**src/rtl/esr_pkg.sv**
```systemverilog
// Package: shared constants and types for the embedded operation status reporter.
// Assumes the data bus is at least 8 bits wide so that bits 6 and 7 exist.
package esr_pkg;
    localparam int POLL_BIT   = 7;
    localparam int TOGGLE_BIT = 6;

    typedef enum logic {
        OP_PROGRAM = 1'b0,
        OP_ERASE   = 1'b1
    } op_kind_e;
endpackage

```
**src/rtl/esr_access_tracker.sv**
```systemverilog
// Module: esr_access_tracker
// Registers the busy flag and the operation kind. It also detects when a host
// read access ends. Assumes ce_n and oe_n are synchronous to clk.
module esr_access_tracker
    import esr_pkg::*;
(
    input  logic     clk,
    input  logic     rst_n,
    input  logic     ce_n,
    input  logic     oe_n,
    input  logic     op_busy,
    input  logic     op_is_erase,
    output logic     rd_active,
    output logic     acc_end,
    output logic     busy_q,
    output op_kind_e kind_q
);
    logic rd_q;

    // A read access is in progress whenever both strobes are low.
    always_comb rd_active = !ce_n && !oe_n;

    // An access ends in the cycle where it was active last cycle but not now.
    always_comb acc_end = rd_q && !rd_active;

    // Keep a registered copy of the access, busy and kind state.
    always_ff @(posedge clk) begin
        if (!rst_n) begin
            rd_q   <= 1'b0;
            busy_q <= 1'b0;
            kind_q <= OP_PROGRAM;
        end else begin
            rd_q   <= rd_active;
            busy_q <= op_busy;
            kind_q <= op_is_erase ? OP_ERASE : OP_PROGRAM;
        end
    end
endmodule

```
**src/rtl/esr_toggle_cell.sv**
```systemverilog
// Module: esr_toggle_cell
// Holds the toggle bit. It is forced to 0 while idle and in the first busy
// cycle, then inverts at the end of each read access. Assumes busy_q is
// op_busy delayed by one cycle.
module esr_toggle_cell (
    input  logic clk,
    input  logic rst_n,
    input  logic op_busy,
    input  logic busy_q,
    input  logic acc_end,
    output logic tog
);
    // Clear at the start and outside an operation, advance once per access.
    always_ff @(posedge clk) begin
        if (!rst_n) begin
            tog <= 1'b0;
        end else if (!op_busy || !busy_q) begin
            tog <= 1'b0;
        end else if (acc_end) begin
            tog <= ~tog;
        end
    end
endmodule

```
**src/rtl/esr_status_mux.sv**
```systemverilog
// Module: esr_status_mux
// Builds the read data one bit at a time. Bits 7 and 6 carry status while
// busy, and every other bit passes array data through. Assumes DATA_W >= 8.
module esr_status_mux
    import esr_pkg::*;
#(
    parameter int DATA_W = 16,
    parameter int ADDR_W = 18
) (
    input  logic              busy_q,
    input  op_kind_e          kind_q,
    input  logic              tog,
    input  logic [ADDR_W-1:0] rd_addr,
    input  logic [ADDR_W-1:0] prog_addr,
    input  logic              prog_poll_bit,
    input  logic [DATA_W-1:0] array_data,
    output logic [DATA_W-1:0] dout
);
    logic addr_hit;
    logic poll_val;

    // The polling bit reports the inverted loaded bit only for the location being programmed.
    always_comb addr_hit = (rd_addr == prog_addr);

    // Erase reads 0, a program read at the target reads inverted data, else array data.
    always_comb begin
        if (kind_q == OP_ERASE) begin
            poll_val = 1'b0;
        end else if (addr_hit) begin
            poll_val = ~prog_poll_bit;
        end else begin
            poll_val = array_data[POLL_BIT];
        end
    end

    for (genvar b = 0; b < DATA_W; b++) begin : g_bit
        if (b == POLL_BIT) begin : g_poll
            // Polling bit select.
            always_comb dout[b] = busy_q ? poll_val : array_data[b];
        end else if (b == TOGGLE_BIT) begin : g_tog
            // Toggle bit select.
            always_comb dout[b] = busy_q ? tog : array_data[b];
        end else begin : g_pass
            // Plain data bit.
            always_comb dout[b] = array_data[b];
        end
    end
endmodule

```
**src/rtl/esr_status_reporter.sv**
```systemverilog
// Module: esr_status_reporter (top)
// Read-path status reporter for embedded program and erase operations. It
// drives polling and toggle bits plus an open-drain ready enable. Assumes the
// command decoder holds op_is_erase, prog_addr and prog_poll_bit stable while
// op_busy is high.
module esr_status_reporter
    import esr_pkg::*;
#(
    parameter int DATA_W = 16,
    parameter int ADDR_W = 18
) (
    input  logic              clk,
    input  logic              rst_n,
    input  logic              op_busy,
    input  logic              op_is_erase,
    input  logic [ADDR_W-1:0] prog_addr,
    input  logic              prog_poll_bit,
    input  logic              ce_n,
    input  logic              oe_n,
    input  logic [ADDR_W-1:0] rd_addr,
    input  logic [DATA_W-1:0] array_data,
    output logic [DATA_W-1:0] dout,
    output logic              dout_oe,
    output logic              rdy_pull_en
);
    logic     rd_active;
    logic     acc_end;
    logic     busy_q;
    op_kind_e kind_q;
    logic     tog;

    esr_access_tracker u_trk (
        .clk        (clk),
        .rst_n      (rst_n),
        .ce_n       (ce_n),
        .oe_n       (oe_n),
        .op_busy    (op_busy),
        .op_is_erase(op_is_erase),
        .rd_active  (rd_active),
        .acc_end    (acc_end),
        .busy_q     (busy_q),
        .kind_q     (kind_q)
    );

    esr_toggle_cell u_tog (
        .clk    (clk),
        .rst_n  (rst_n),
        .op_busy(op_busy),
        .busy_q (busy_q),
        .acc_end(acc_end),
        .tog    (tog)
    );

    esr_status_mux #(
        .DATA_W(DATA_W),
        .ADDR_W(ADDR_W)
    ) u_mux (
        .busy_q       (busy_q),
        .kind_q       (kind_q),
        .tog          (tog),
        .rd_addr      (rd_addr),
        .prog_addr    (prog_addr),
        .prog_poll_bit(prog_poll_bit),
        .array_data   (array_data),
        .dout         (dout)
    );

    // Bus enable follows the active read access.
    always_comb dout_oe = rd_active;

    // Ready line is pulled low for exactly the registered busy window.
    always_comb rdy_pull_en = busy_q;
endmodule

```
**config.mk**
```make
export PLATFORM = sky130hd
export DESIGN_NAME = esr_status_reporter
export DESIGN_NICKNAME = d
export VERILOG_FILES = /design/src/rtl/esr_pkg.sv /design/src/rtl/esr_access_tracker.sv /design/src/rtl/esr_toggle_cell.sv /design/src/rtl/esr_status_mux.sv /design/src/rtl/esr_status_reporter.sv
export SDC_FILE = /design/constraint.sdc
export NUM_CORES = 1
export LEC_CHECK = 0
export CAP_MARGIN = 10
export CORE_AREA = 2 2 39 41
export DETAILED_ROUTE_END_ITERATION = 8
export DIE_AREA = 0 0 41 43
export DONT_BUFFER_PORTS = 1
export PLACE_DENSITY = 0.52
export SYNTH_ARGS = -nofsm -noshare
export SYNTH_HDL_FRONTEND = slang
export SYNTH_SLANG_ARGS = --single-unit
```
**constraint.sdc**
```tcl
create_clock -name clk -period 2.4 [get_ports clk]
set_clock_uncertainty 0.05 [all_clocks]
set_input_delay 0.48 -clock clk [delete_from_list [all_inputs] [get_ports clk]]
set_output_delay 0.48 -clock clk [all_outputs]
set_load 0.01 [all_outputs]
```
Word-level counts from Yosys, hierarchy flattened:

Index checks and enable logic that the tools add are counted.

* logic and storage cells: 22
* output and inout port bits: 18
* register bits: 4
* bits in latches: 0
* ROM bits: 0
* bits in writable memories: 0
* memories: 0
* bits of input ports: 59

* $lt $le $gt $ge: 0
* add/sub/neg operators: 0
* multiplexer cells: 5
* reductions and logical operators: 9
* multipliers: 0
* div/mod/pow operators: 0
* bitwise gates (word level): 3
* eq/ne operators: 1
* shifts and indexed selects: 0

Operators by type and width (number)
* equality test 18 bit: 1
* logical NOT 1 bit: 5
* 2-to-1 mux 1 bit: 5
* inverter 1 bit: 3
* logical AND 1 bit: 2
* OR reduction 2 bit: 1
* logical OR 1 bit: 1

Depth between registers and ports, before layout:

Gate-level depths: netlist of run 1.

* word-level depth: 4
* mapped depth: 5
* depth with buffers taken out: 5

Modules after synthesis:

A second synthesis of run 1 with hierarchy kept.

* cells, all modules: 57
* area total of the unflattened synthesis: 494.2 um^2

Modules (own cells, without submodules)
* esr_status_mux: times used 1, area each 360.3 um^2, cells an instance 45, sequential area each 0.0 um^2
* esr_access_tracker: times used 1, area each 96.3 um^2, cells an instance 8, sequential area each 60.1 um^2
* esr_toggle_cell: times used 1, area each 37.5 um^2, cells an instance 4, sequential area each 20.0 um^2

Worst setup path before layout of run 1:

Ideal clock, no wire load.

* kind: input port to output port
* start point: input prog_addr[11]
* end point: output dout[7]
* buffers on the path: 0
* stages: 5
* arrival: 1.387 ns
* setup slack: 0.483 ns
* data required time: 1.870 ns
* cells stage by stage: xnor2_1 > nand4_1 > nor3_2 > a21oi_1 > or3b_1

* word-level cells in the longest chain between the ends: 4

RTL lines
* from (decl): line esr_status_reporter.sv:16 `input logic [ADDR_W-1:0] prog_addr,`
* equality test 18 bit: line esr_status_mux.sv:23 `always_comb addr_hit = (rd_addr == prog_addr);`
* 2-to-1 mux 1 bit: line esr_status_mux.sv:29 `end else if (addr_hit) begin`
* 2-to-1 mux 1 bit: line esr_status_mux.sv:27 `if (kind_q == OP_ERASE) begin`
* 2-to-1 mux 1 bit: line esr_status_mux.sv:39 `always_comb dout[b] = busy_q ? poll_val : array_data[b];`
* to (decl): line esr_status_reporter.sv:22 `output logic [DATA_W-1:0] dout,`

No other way between the ends.

Final worst setup path of run 1:

* start point: input prog_addr[6]
* end point: output dout[7]

Same word-level chain as after synthesis.

==> reports/metrics.csv, run 1 <==
stage,metric,value,unit
timing,Least-Margin Pin Slew,0.248,ns
worst_setup_path,RR Startpoint,u_trk.rd_q$_SDFF_PN0_,
clock_tree,clk slew on worst S/H paths,0.03,ns
route,DRT Wirelength,776,um
synthesis,Yosys reg bits,4,
synthesis,Mapped Nets,115,
worst_setup_path,crit-path max cell delay,0.41,ns
clock_tree,CTS max path bufs,2,
flow_run,max_cap viols,0,
synthesis,"Seq/Total Area, Yosys",0.165,
route,Final ANT Viol Nets,0,
die,die height,43,um
clock_tree,TritonCTS clock tree,yes,
synthesis,largest cells by area after synthesis,"xnor2_1 (31%), buf_4 (22%), dfxtp_1 (17%), nand4_1 (6.5%), and2_1 (3.9%)",
clock_tree,CTS Hold Bufs,0,
timing,Setup Viol. Count Final,0,
final_layout,Layout Cells excl Fill,61,
worst_setup_path,critical path required time,1.87,ns
global_route,grt ovf,0,
route,drt wl/cell,12.7,um
synthesis,Post-Syn Area,484,um^2
power_and_ir_drop,Power Density,462,nW/um^2
route,1st-pass router iterations,1,
clock_tree,clk_lat worst skew,0.23,ns
timing,crit path time final,1.98,ns
placed_design,RD Place Congestion,0.569,
route,via count,330,
timing,RSZ-0062 raised after global routing,false,
synthesis,"count leader, synth",xnor2_1,
timing,Fin. Hold Viols,0,
power_and_ir_drop,worst vdd rail ir drop,0.268,mV
die,Core ar.,1380,um^2
synthesis,top post-synthesis cells by count,"xnor2_1 (17), buf_4 (14), nand4_1 (5), dfxtp_1 (4), and2_1 (3)",
synthesis,"EDFF count, synth",0,
synthesis,simple logic cell fraction of the synthesized area,0.230,
worst_setup_path,"Arr. time, crit path",1.45,ns
synthesis,cell count after synthesis,56,
worst_setup_path,CP endpoint kind,output pin,
clock_tree,CTS Root Cell,clkbuf_4,
die,I/O pin count,77,
synthesis,cell taking the most area after synthesis,xnor2_1,
synthesis,Synth Flop Type,dfxtp_1,
power_and_ir_drop,leakage power,0.000133,uW
final_layout,diodes inserted,0,
status,status,finished clean,
synthesis,synth unique cells,16,
synthesis,total number of yosys warnings,0,
worst_hold_path,hold_sp,op_is_erase,
power_and_ir_drop,Pwr Total,195,uW
worst_hold_path,Hold Crit Depth,1,
final_layout,Area Overhead vs Synth,-12.9,%
timing,final period utilization,0.824,
final_layout,fin nets,106,
clock_tree,CTS Buf Count,3,
route,drt first-iter violations,0,
clock_tree,post-CTS resize count,0,
die,Initial Util,0.350,
placed_design,Placed Cells incl. Taps,58,
worst_setup_path,CP max FO,2,
worst_setup_path,RR Endpoint,u_tog.tog$_SDFFE_PP0P_,
worst_setup_path,reg2reg path depth,3,
synthesis,Avg Inst Size Synth,8.65,um^2
synthesis,fraction of the mapped netlist area in adder cells,0,
die,die footprint,1760,um^2
route,DRC violations left,0,
worst_setup_path,crit path kind,input pin to output pin,
global_route,first-pass GRT wire length,966,um
timing,Max Clk Rate,505,MHz
placed_design,PortBufs,0,
timing,Pins Over Slew Limit,0,
die,Rows,14,
synthesis,async set-reset flop share out of synthesis,0,
synthesis,Synth top area share,0.307,
worst_hold_path,Hold Crit Class,input pin to register,
route,vias per cell,5.41,
timing,setup TNS,0,ns
global_route,Tot GR Track Use,0.0833,
synthesis,xor/xnor share of the synthesized area,0.344,
clock_tree,Post-CTS Setup Inserts,0,
final_layout,final core utilization,0.305,
die,Die X,41,um
clock_tree,total clock sinks,4,
worst_setup_path,cell chain of the critical path,xnor2_1 -> nand4_1 -> nor3_2 -> a21oi_1 -> or3b_1,
clock_tree,H-tree depth,1,
synthesis,Compound-Gate Fraction of Synth Area,0.0207,
synthesis,mux cell area share after synthesis,0.0233,
global_route,vias in the first global route,299,
synthesis,combinational family with the most area after synthesis,XOR/XNOR gates,
worst_setup_path,crit start category,input pin,
worst_hold_path,worst hold endpoint,u_trk.kind_q$_SDFF_PN0_,
final_layout,fillers,155,
worst_setup_path,Critical-path top delay cell,or3b_1,
worst_setup_path,"reg-to-reg slack, setup",1.56,ns
timing,relative slew slack,0.834,
final_layout,fraction of layout cells with a size suffix above 1,0.133,
global_route,initial antenna violation count,0,
global_route,largest net degree at the start of global routing,6,
worst max-delay path by stage:
stage	from	slack (ns)	to
finish	prog_addr[6]	0.42	dout[7]
global route	prog_addr[11]	0.31	dout[7]
CTS	prog_addr[2]	0.41	dout[7]
detailed placement	prog_addr[2]	0.41	dout[7]
global placement	prog_addr[11]	0.42	dout[7]
floorplan	prog_addr[11]	0.48	dout[7]
per-layer routing:
layer	global-route usage	vias to the layer above	routed length [um]
met3	0.0366	4	172
met1	0.0579	142	193
met5	0	-	0
li1	-	149	-
met4	0.0867	0	19
met2	0.141	35	391
logic make-up (layout without fill, tap and decap cells):
| family | after synthesis | after routing |
|---|---|---|
| flops | 4 | 4 |
| buf+inv | 14 | 3 |
| simple gates | 16 | 16 |
| mux | 1 | 1 |
| xor+xnor | 19 | 19 |
| compound gates | 2 | 2 |
report_power, final:
part	internal, uW	switching, uW
sequential	69.5	2.29
combinational	26.7	16.3
clock	55.7	24.3
total	152	42.8
flip-flops by register name, summed over array words and instances (netlist names):
| register | flops |
|---|---|
| u_tog.tog | 1 |
| u_trk.busy_q | 1 |
| u_trk.kind_q | 1 |
| u_trk.rd_q | 1 |
layout by cell type, fill, tap and decap left out:
cell type and n:
a21oi_1 1, nor3_2 1, nor3_4 1, and2_1 3
nand4_1 5, xnor2_1 17, or3b_1 1, dfxtp_1 4
and3_1 1, o21ai_0 1, nor2_1 2, nor2b_1 1
xor2_1 2, clkbuf_4 3, mux2_2 1, nand2b_1 1
worst max-delay path, delay by kind of cell:
family,cells,cell delay [ns]
AO/OA/AOI/OAI,1,0.09
XOR/XNOR,1,0.13
AND/OR/NAND/NOR,3,0.75
cell type report:
| type | count | area [um^2] | area share |
|---|---|---|---|
| multi-input cells | 38 | 299 | 0.709 |
| flip-flops and latches | 4 | 80.1 | 0.190 |
| clock buffers | 3 | 22.5 | 0.0534 |
| well taps | 16 | 20.0 | 0.0475 |
metrics by stage:
step | hold WS, ns | instance area, um^2 | worst slack [ns]
4_1_cts | 0.314 | 422 | 0.408
6_report | 0.321 | 422 | 0.421
3_5_place_dp | 0.544 | 399 | 0.408
3_3_place_gp | 0.539 | 399 | 0.419
5_1_grt | 0.318 | 422 | 0.315
2_1_floorplan | 0.496 | 484 | 0.483
Power figures use the tool's default switching activity.
==> inputs of run 2 (changes only) <==
--- a/config.mk
+++ b/config.mk
@@ -10,7 +10,7 @@
 export DETAILED_ROUTE_END_ITERATION = 8
 export DIE_AREA = 0 0 41 43
 export DONT_BUFFER_PORTS = 1
-export PLACE_DENSITY = 0.52
+export PLACE_DENSITY = 0.54
 export SYNTH_ARGS = -nofsm -noshare
 export SYNTH_HDL_FRONTEND = slang
 export SYNTH_SLANG_ARGS = --single-unit
==> constraint.sdc (replaced) <==
create_clock -name clk -period 1.7 [get_ports clk]
set_clock_uncertainty 0.05 [all_clocks]
set_input_delay 0.34 -clock clk [delete_from_list [all_inputs] [get_ports clk]]
set_output_delay 0.34 -clock clk [all_outputs]
set_load 0.01 [all_outputs]
==> reports/metrics.csv, run 2 (synthesis results as in run 1) <==
stage,metric,value,unit,change
status,status,"finished, violations left",,
final_layout,"Design Area, Final",559,um^2,+33%
final_layout,most frequent cells in the layout,"xnor2_1 (8), nand4_1 (5), xnor2_4 (5)",,
final_layout,fin nets,107,,+0.94%
worst_setup_path,CP max FO,2,,unchanged
worst_setup_path,"Arr. time, crit path",1.33,ns,-0.12 ns
power_and_ir_drop,worst vdd rail ir drop,0.306,mV,+14%
timing,final period utilization,1.01,,
global_route,Tot GR Track Use,0.103,,+0.0192
route,via count,341,,+3.3%
timing,WHS,0.185,ns,-0.136 ns
placed_design,"Cell Area, Placed",407,um^2,+1.9%
clock_tree,CTS Buf Count,3,,unchanged
timing,RSZ-0062 raised after global routing,true,,
route,Final ANT Viol Nets,0,,unchanged
placed_design,post-DP HPWL,763,um,
clock_tree,TritonCTS clock tree,yes,,
placed_design,RD Place Congestion,0.580,,+2.1%
status,failing checks,setup timing,,
worst_hold_path,Hold Crit Class,input pin to register,,
flow_run,max_cap viols,0,,unchanged
power_and_ir_drop,Clock power frac,0.369,,-0.042
power_and_ir_drop,Net Sw Frac,0.209,,-0.0104
global_route,first-pass GRT wire length,1210,um,+26%
global_route,met3 track demand over resource,0.0314,,-0.00524
final_layout,fillers,146,,-5.8%
worst_setup_path,crit path kind,input pin to output pin,,
power_and_ir_drop,Flop pwr share,0.328,,-0.041
worst_setup_path,Critical-path top delay cell,or3b_4,,
global_route,vias in the first global route,321,,+7.4%
route,vias per cell,5.50,,+1.7%
final_layout,final core utilization,0.404,,+0.0995
global_route,grt met2 use,0.147,,+0.00625
route,drt first-iter violations,1,,+1
clock_tree,total clock sinks,4,,unchanged
worst_setup_path,cell chain of the critical path,xnor2_4 -> nand4_1 -> nor3_2 -> buf_4 -> nand4_1 -> or3b_4,,
final_layout,fraction of layout cells with a size suffix above 1,0.391,,+0.258
worst_setup_path,most frequent CP cell,nand4_1,,
clock_tree,CTS max path bufs,2,,unchanged
power_and_ir_drop,leakage power,0.000195,uW,+46%
route,DRT Wirelength,1040,um,+34%
placed_design,post-place setup slack,-0.0338,ns,-0.442 ns
global_route,GR peak layer,met2,,
global_route,grt ovf,0,,unchanged
die,die footprint,1760,um^2,unchanged
clock_tree,clk_lat worst skew,0.23,ns,about the same
worst_setup_path,CP endpoint kind,output pin,,
die,Die X,41,um,unchanged
worst_setup_path,crit start category,input pin,,
timing,Setup Viol. Count Final,1,,+1
worst_setup_path,critical path required time,1.31,ns,-0.56 ns
power_and_ir_drop,cell-internal power,244,uW,+61%
die,Core ar.,1380,um^2,unchanged
placed_design,Placed Cells incl. Taps,59,,+1.7%
clock_tree,Post-CTS Setup Inserts,0,,unchanged
final_layout,sequential cell area,80.1,um^2,unchanged
power_and_ir_drop,NetSw,64.7,uW,+51%
timing,relative slew slack,0.820,,-0.0141
final_layout,Area Overhead vs Synth,15.5,%,
timing,Least-Margin Pin Slew,0.269,ns,+0.0207 ns
clock_tree,CTS Root Cell,clkbuf_4,,
die,Initial Util,0.350,,unchanged
worst_setup_path,Bufs and invs on worst path,1,,+1
power_and_ir_drop,Logic pwr share,0.304,,+0.083
global_route,global routing met1 resource utilization,0.106,,+0.0486
timing,Max Clk Rate,583,MHz,
power_and_ir_drop,Power Density,552,nW/um^2,+20%
final_layout,area of the multi-input gates,429,um^2,+44%
die,die height,43,um,unchanged
die,Rows,14,,unchanged
die,I/O pin count,77,,unchanged
timing,Final WS setup,-0.0164,ns,-0.438 ns
global_route,largest net degree at the start of global routing,6,,unchanged
route,DRC violations left,0,,unchanged
route,1st-pass router iterations,2,,+1
clock_tree,clk slew on worst S/H paths,0.04,ns,about the same
global_route,initial antenna violation count,0,,unchanged
final_layout,diodes inserted,0,,unchanged
final_layout,Layout Cells excl Fill,62,,+1.6%
timing,crit path time final,1.72,ns,
timing,Pins Over Slew Limit,0,,unchanged
route,drt wl/cell,16.8,um,+32%
clock_tree,H-tree depth,1,,unchanged
placed_design,PortBufs,0,,unchanged
timing,Fin. Hold Viols,0,,unchanged
worst_setup_path,Worst path top cell family by delay,simple AND/OR/NAND/NOR gates,,
worst_setup_path,crit-path max cell delay,0.26,ns,-0.15 ns
final_layout,"most common cell after layout, fill and taps aside",xnor2_1,,
==> run 2: repair_timing <==
action / in CTS / in global routing
pin swaps: 2 / 4
endpoints found under the setup margin: 1 / 1
hold buffers: 0 / 0
gates resized for setup: 4 / 12
==> run 2: power groups by stage <==
stage	registers (uW)	logic (uW)	clock network, uW
3_3_place_gp	103	61.5	0
2_1_floorplan	102	90.7	0
3_5_place_dp	103	62.5	0
6_report	101	93.8	114
5_1_grt	102	103	126
4_1_cts	101	71.1	120
==> run 2: final timing paths <==
| path | end | slack [ns] | cells after the start | start |
|---|---|---|---|---|
| worst max-delay path | dout[7] | -0.02 | 6 | prog_addr[15] |
| worst min-delay path | u_trk.kind_q$_SDFF_PN0_ | 0.19 | 1 | op_is_erase |
| worst max register to register | u_tog.tog$_SDFFE_PP0P_ | 0.87 | 3 | u_trk.rd_q$_SDFF_PN0_ |
| worst min register to register | u_tog.tog$_SDFFE_PP0P_ | 0.54 | 1 | u_trk.busy_q$_SDFF_PN0_ |
==> run 2: layout make-up <==
class,instances,share of cell area
Sequential cell,4,0.143
Timing Repair Buffer,1,0.0134
Multi-Input combinational cell,38,0.767
Clock buffer,3,0.0403
Tap cell,16,0.0358
==> run 2: per-layer routing <==
layer	up-vias	share of wire
met3	8	0.17
met2	31	0.58
met4	0	0.022
met5	-	0
li1	151	-
met1	151	0.23
==> run 2: per-stage QoR <==
stage,power [uW],TNS [ns]
2_1_floorplan,193,0
3_3_place_gp,164,-0.00705
3_5_place_dp,165,-0.0338
4_1_cts,293,-0.0108
5_1_grt,331,-0.101
6_report,309,-0.0164
==> inputs of run 3 (changes only) <==
--- a/config.mk
+++ b/config.mk
@@ -10,7 +10,8 @@
 export DETAILED_ROUTE_END_ITERATION = 8
 export DIE_AREA = 0 0 41 43
 export DONT_BUFFER_PORTS = 1
-export PLACE_DENSITY = 0.54
+export GPL_ROUTABILITY_DRIVEN = 0
+export PLACE_DENSITY_LB_ADDON = 0.1
 export SYNTH_ARGS = -nofsm -noshare
 export SYNTH_HDL_FRONTEND = slang
 export SYNTH_SLANG_ARGS = --single-unit
==> constraint.sdc (replaced) <==
create_clock -name clk -period 1.5 [get_ports clk]
set_clock_uncertainty 0.05 [all_clocks]
set_input_delay 0.3 -clock clk [delete_from_list [all_inputs] [get_ports clk]]
set_output_delay 0.3 -clock clk [all_outputs]
set_load 0.01 [all_outputs]
==> reports/metrics.csv, run 3 (synthesis results as in run 1) <==
stage,metric,value,unit,change
worst_setup_path,crit path kind,input pin to output pin,,
final_layout,diodes inserted,0,,unchanged
final_layout,final core utilization,0.336,,-0.0678
clock_tree,CTS Hold Bufs,0,,unchanged
timing,Final WS setup,-0.126,ns,-0.109 ns
die,Die X,41,um,unchanged
worst_setup_path,crit start category,input pin,,
final_layout,fraction of layout cells with a size suffix above 1,0.244,,-0.147
timing,RSZ-0062 raised after global routing,true,,
final_layout,fin nets,106,,-0.93%
worst_setup_path,CP max FO,2,,unchanged
die,die height,43,um,unchanged
route,drt wl/cell,15.0,um,-11%
timing,Pins Over Slew Limit,0,,unchanged
global_route,initial antenna violation count,0,,unchanged
worst_setup_path,critical path required time,1.15,ns,-0.16 ns
global_route,first-pass GRT wire length,1150,um,-5.7%
die,die footprint,1760,um^2,unchanged
flow_run,max_cap viols,0,,unchanged
clock_tree,CTS max path bufs,2,,unchanged
route,drt first-iter violations,3,,+2
die,Initial Util,0.350,,unchanged
power_and_ir_drop,leakage power,0.000156,uW,-20%
timing,Setup Viol. Count Final,1,,unchanged
clock_tree,clk_lat worst skew,0.23,ns,about the same
clock_tree,clk slew on worst S/H paths,0.04,ns,about the same
timing,Fin. Hold Viols,0,,unchanged
die,Core ar.,1380,um^2,unchanged
clock_tree,CTS Buf Count,3,,unchanged
timing,Max Clk Rate,615,MHz,
timing,relative slew slack,0.831,,+0.0104
clock_tree,CTS Root Cell,clkbuf_4,,
route,DRC violations left,0,,unchanged
global_route,grt ovf,0,,unchanged
placed_design,PortBufs,0,,unchanged
timing,Least-Margin Pin Slew,0.253,ns,-0.0156 ns
worst_setup_path,"Arr. time, crit path",1.28,ns,-0.05 ns
worst_setup_path,Critical-path top delay cell,or3b_4,,
clock_tree,total clock sinks,4,,unchanged
final_layout,Area Overhead vs Synth,-3.88,%,
final_layout,most frequent cells in the layout,"xnor2_1 (13), nand4_1 (5), dfxtp_1 (4)",,
power_and_ir_drop,Power Density,704,nW/um^2,+28%
route,1st-pass router iterations,2,,unchanged
worst_hold_path,Hold Crit Class,input pin to register,,
die,I/O pin count,77,,unchanged
global_route,largest net degree at the start of global routing,6,,unchanged
timing,setup TNS,-0.126,ns,-0.109 ns
route,via count,338,,-0.88%
clock_tree,Post-CTS Setup Inserts,0,,unchanged
status,status,"finished, violations left",,
timing,final period utilization,1.08,,
power_and_ir_drop,worst vdd rail ir drop,0.542,mV,+77%
worst_setup_path,cell chain of the critical path,xnor2_1 -> nand4_1 -> nor3_2 -> a21oi_1 -> or3b_4,,
worst_setup_path,crit-path max cell delay,0.39,ns,+0.13 ns
die,Rows,14,,unchanged
global_route,vias in the first global route,305,,-5.0%
route,DRT Wirelength,912,um,-12%
global_route,Tot GR Track Use,0.0974,,-0.00512
worst_setup_path,CP endpoint kind,output pin,,
clock_tree,H-tree depth,1,,unchanged
route,Final ANT Viol Nets,0,,unchanged
status,failing checks,setup timing,,
final_layout,"most common cell after layout, fill and taps aside",xnor2_1,,
timing,crit path time final,1.63,ns,
clock_tree,TritonCTS clock tree,yes,,
route,vias per cell,5.54,,+0.75%
run 3: cell types whose count changed in the layout (fill, tap and decap cells not counted), sizes merged:
cell / change
buf: -1
run 3: report_power, final:
part           internal [uW]  switching [uW]  total [uW]
Clock                   89.3            41.3         131
Combinational           54.6            27.9        82.5
Sequential               111            3.54         115
Total                    255            72.8         328
run 3: final timing paths:
| path | end | start | slack, ns | cells past startpoint |
|---|---|---|---|---|
| min reg2reg | u_tog.tog$_SDFFE_PP0P_ | u_trk.busy_q$_SDFF_PN0_ | 0.54 | 1 |
| max reg2reg | u_tog.tog$_SDFFE_PP0P_ | u_trk.rd_q$_SDFF_PN0_ | 0.68 | 3 |
| min | u_trk.kind_q$_SDFF_PN0_ | op_is_erase | 0.14 | 1 |
| max | dout[7] | prog_addr[12] | -0.13 | 5 |
run 3: through the flow:
step                      hold WS, ns  worst slack, ns  total power (uW)  std cells  cell area (um^2)
after floorplan                 0.372          -0.0484               220         56               487
after CTS                       0.134           -0.111               329         61               439
after global placement          0.372          -0.0792               187         58               402
after global routing            0.132           -0.222               351         61               465
after detailed placement        0.376           -0.128               189         58               402
final                           0.139           -0.126               328         61               465
run 3: repair_timing:
item / 4_1_cts / 5_1_grt
gates resized for setup: 2 / 3
gates cloned: 0 / 0
pin swaps: 1 / 3
setup endpoints to repair: 1 / 1
run 3: routing by layer:
metal  vias up  part of all wire  GRT usage  routed length, um
li1        150                 -          -                  -
met1       139              0.28     0.0965                251
met2        43              0.50      0.150                459
met3         6              0.20     0.0681                181
met4         0             0.022     0.0400                 20
met5         -                 0          0                  0
run 3: cell type report:
cell class | count | area, um^2
well taps | 16 | 20.0
clock buffers | 3 | 22.5
multi-input cells | 38 | 343
flip-flops and latches | 4 | 80.1
fillers | 155 | 918
run 3: worst max-delay path: cells and delay by family:
kind / cells / cell delay [ns]
compound gates: 1 / 0.09
simple gates: 3 / 0.75
xor+xnor: 1 / 0.14
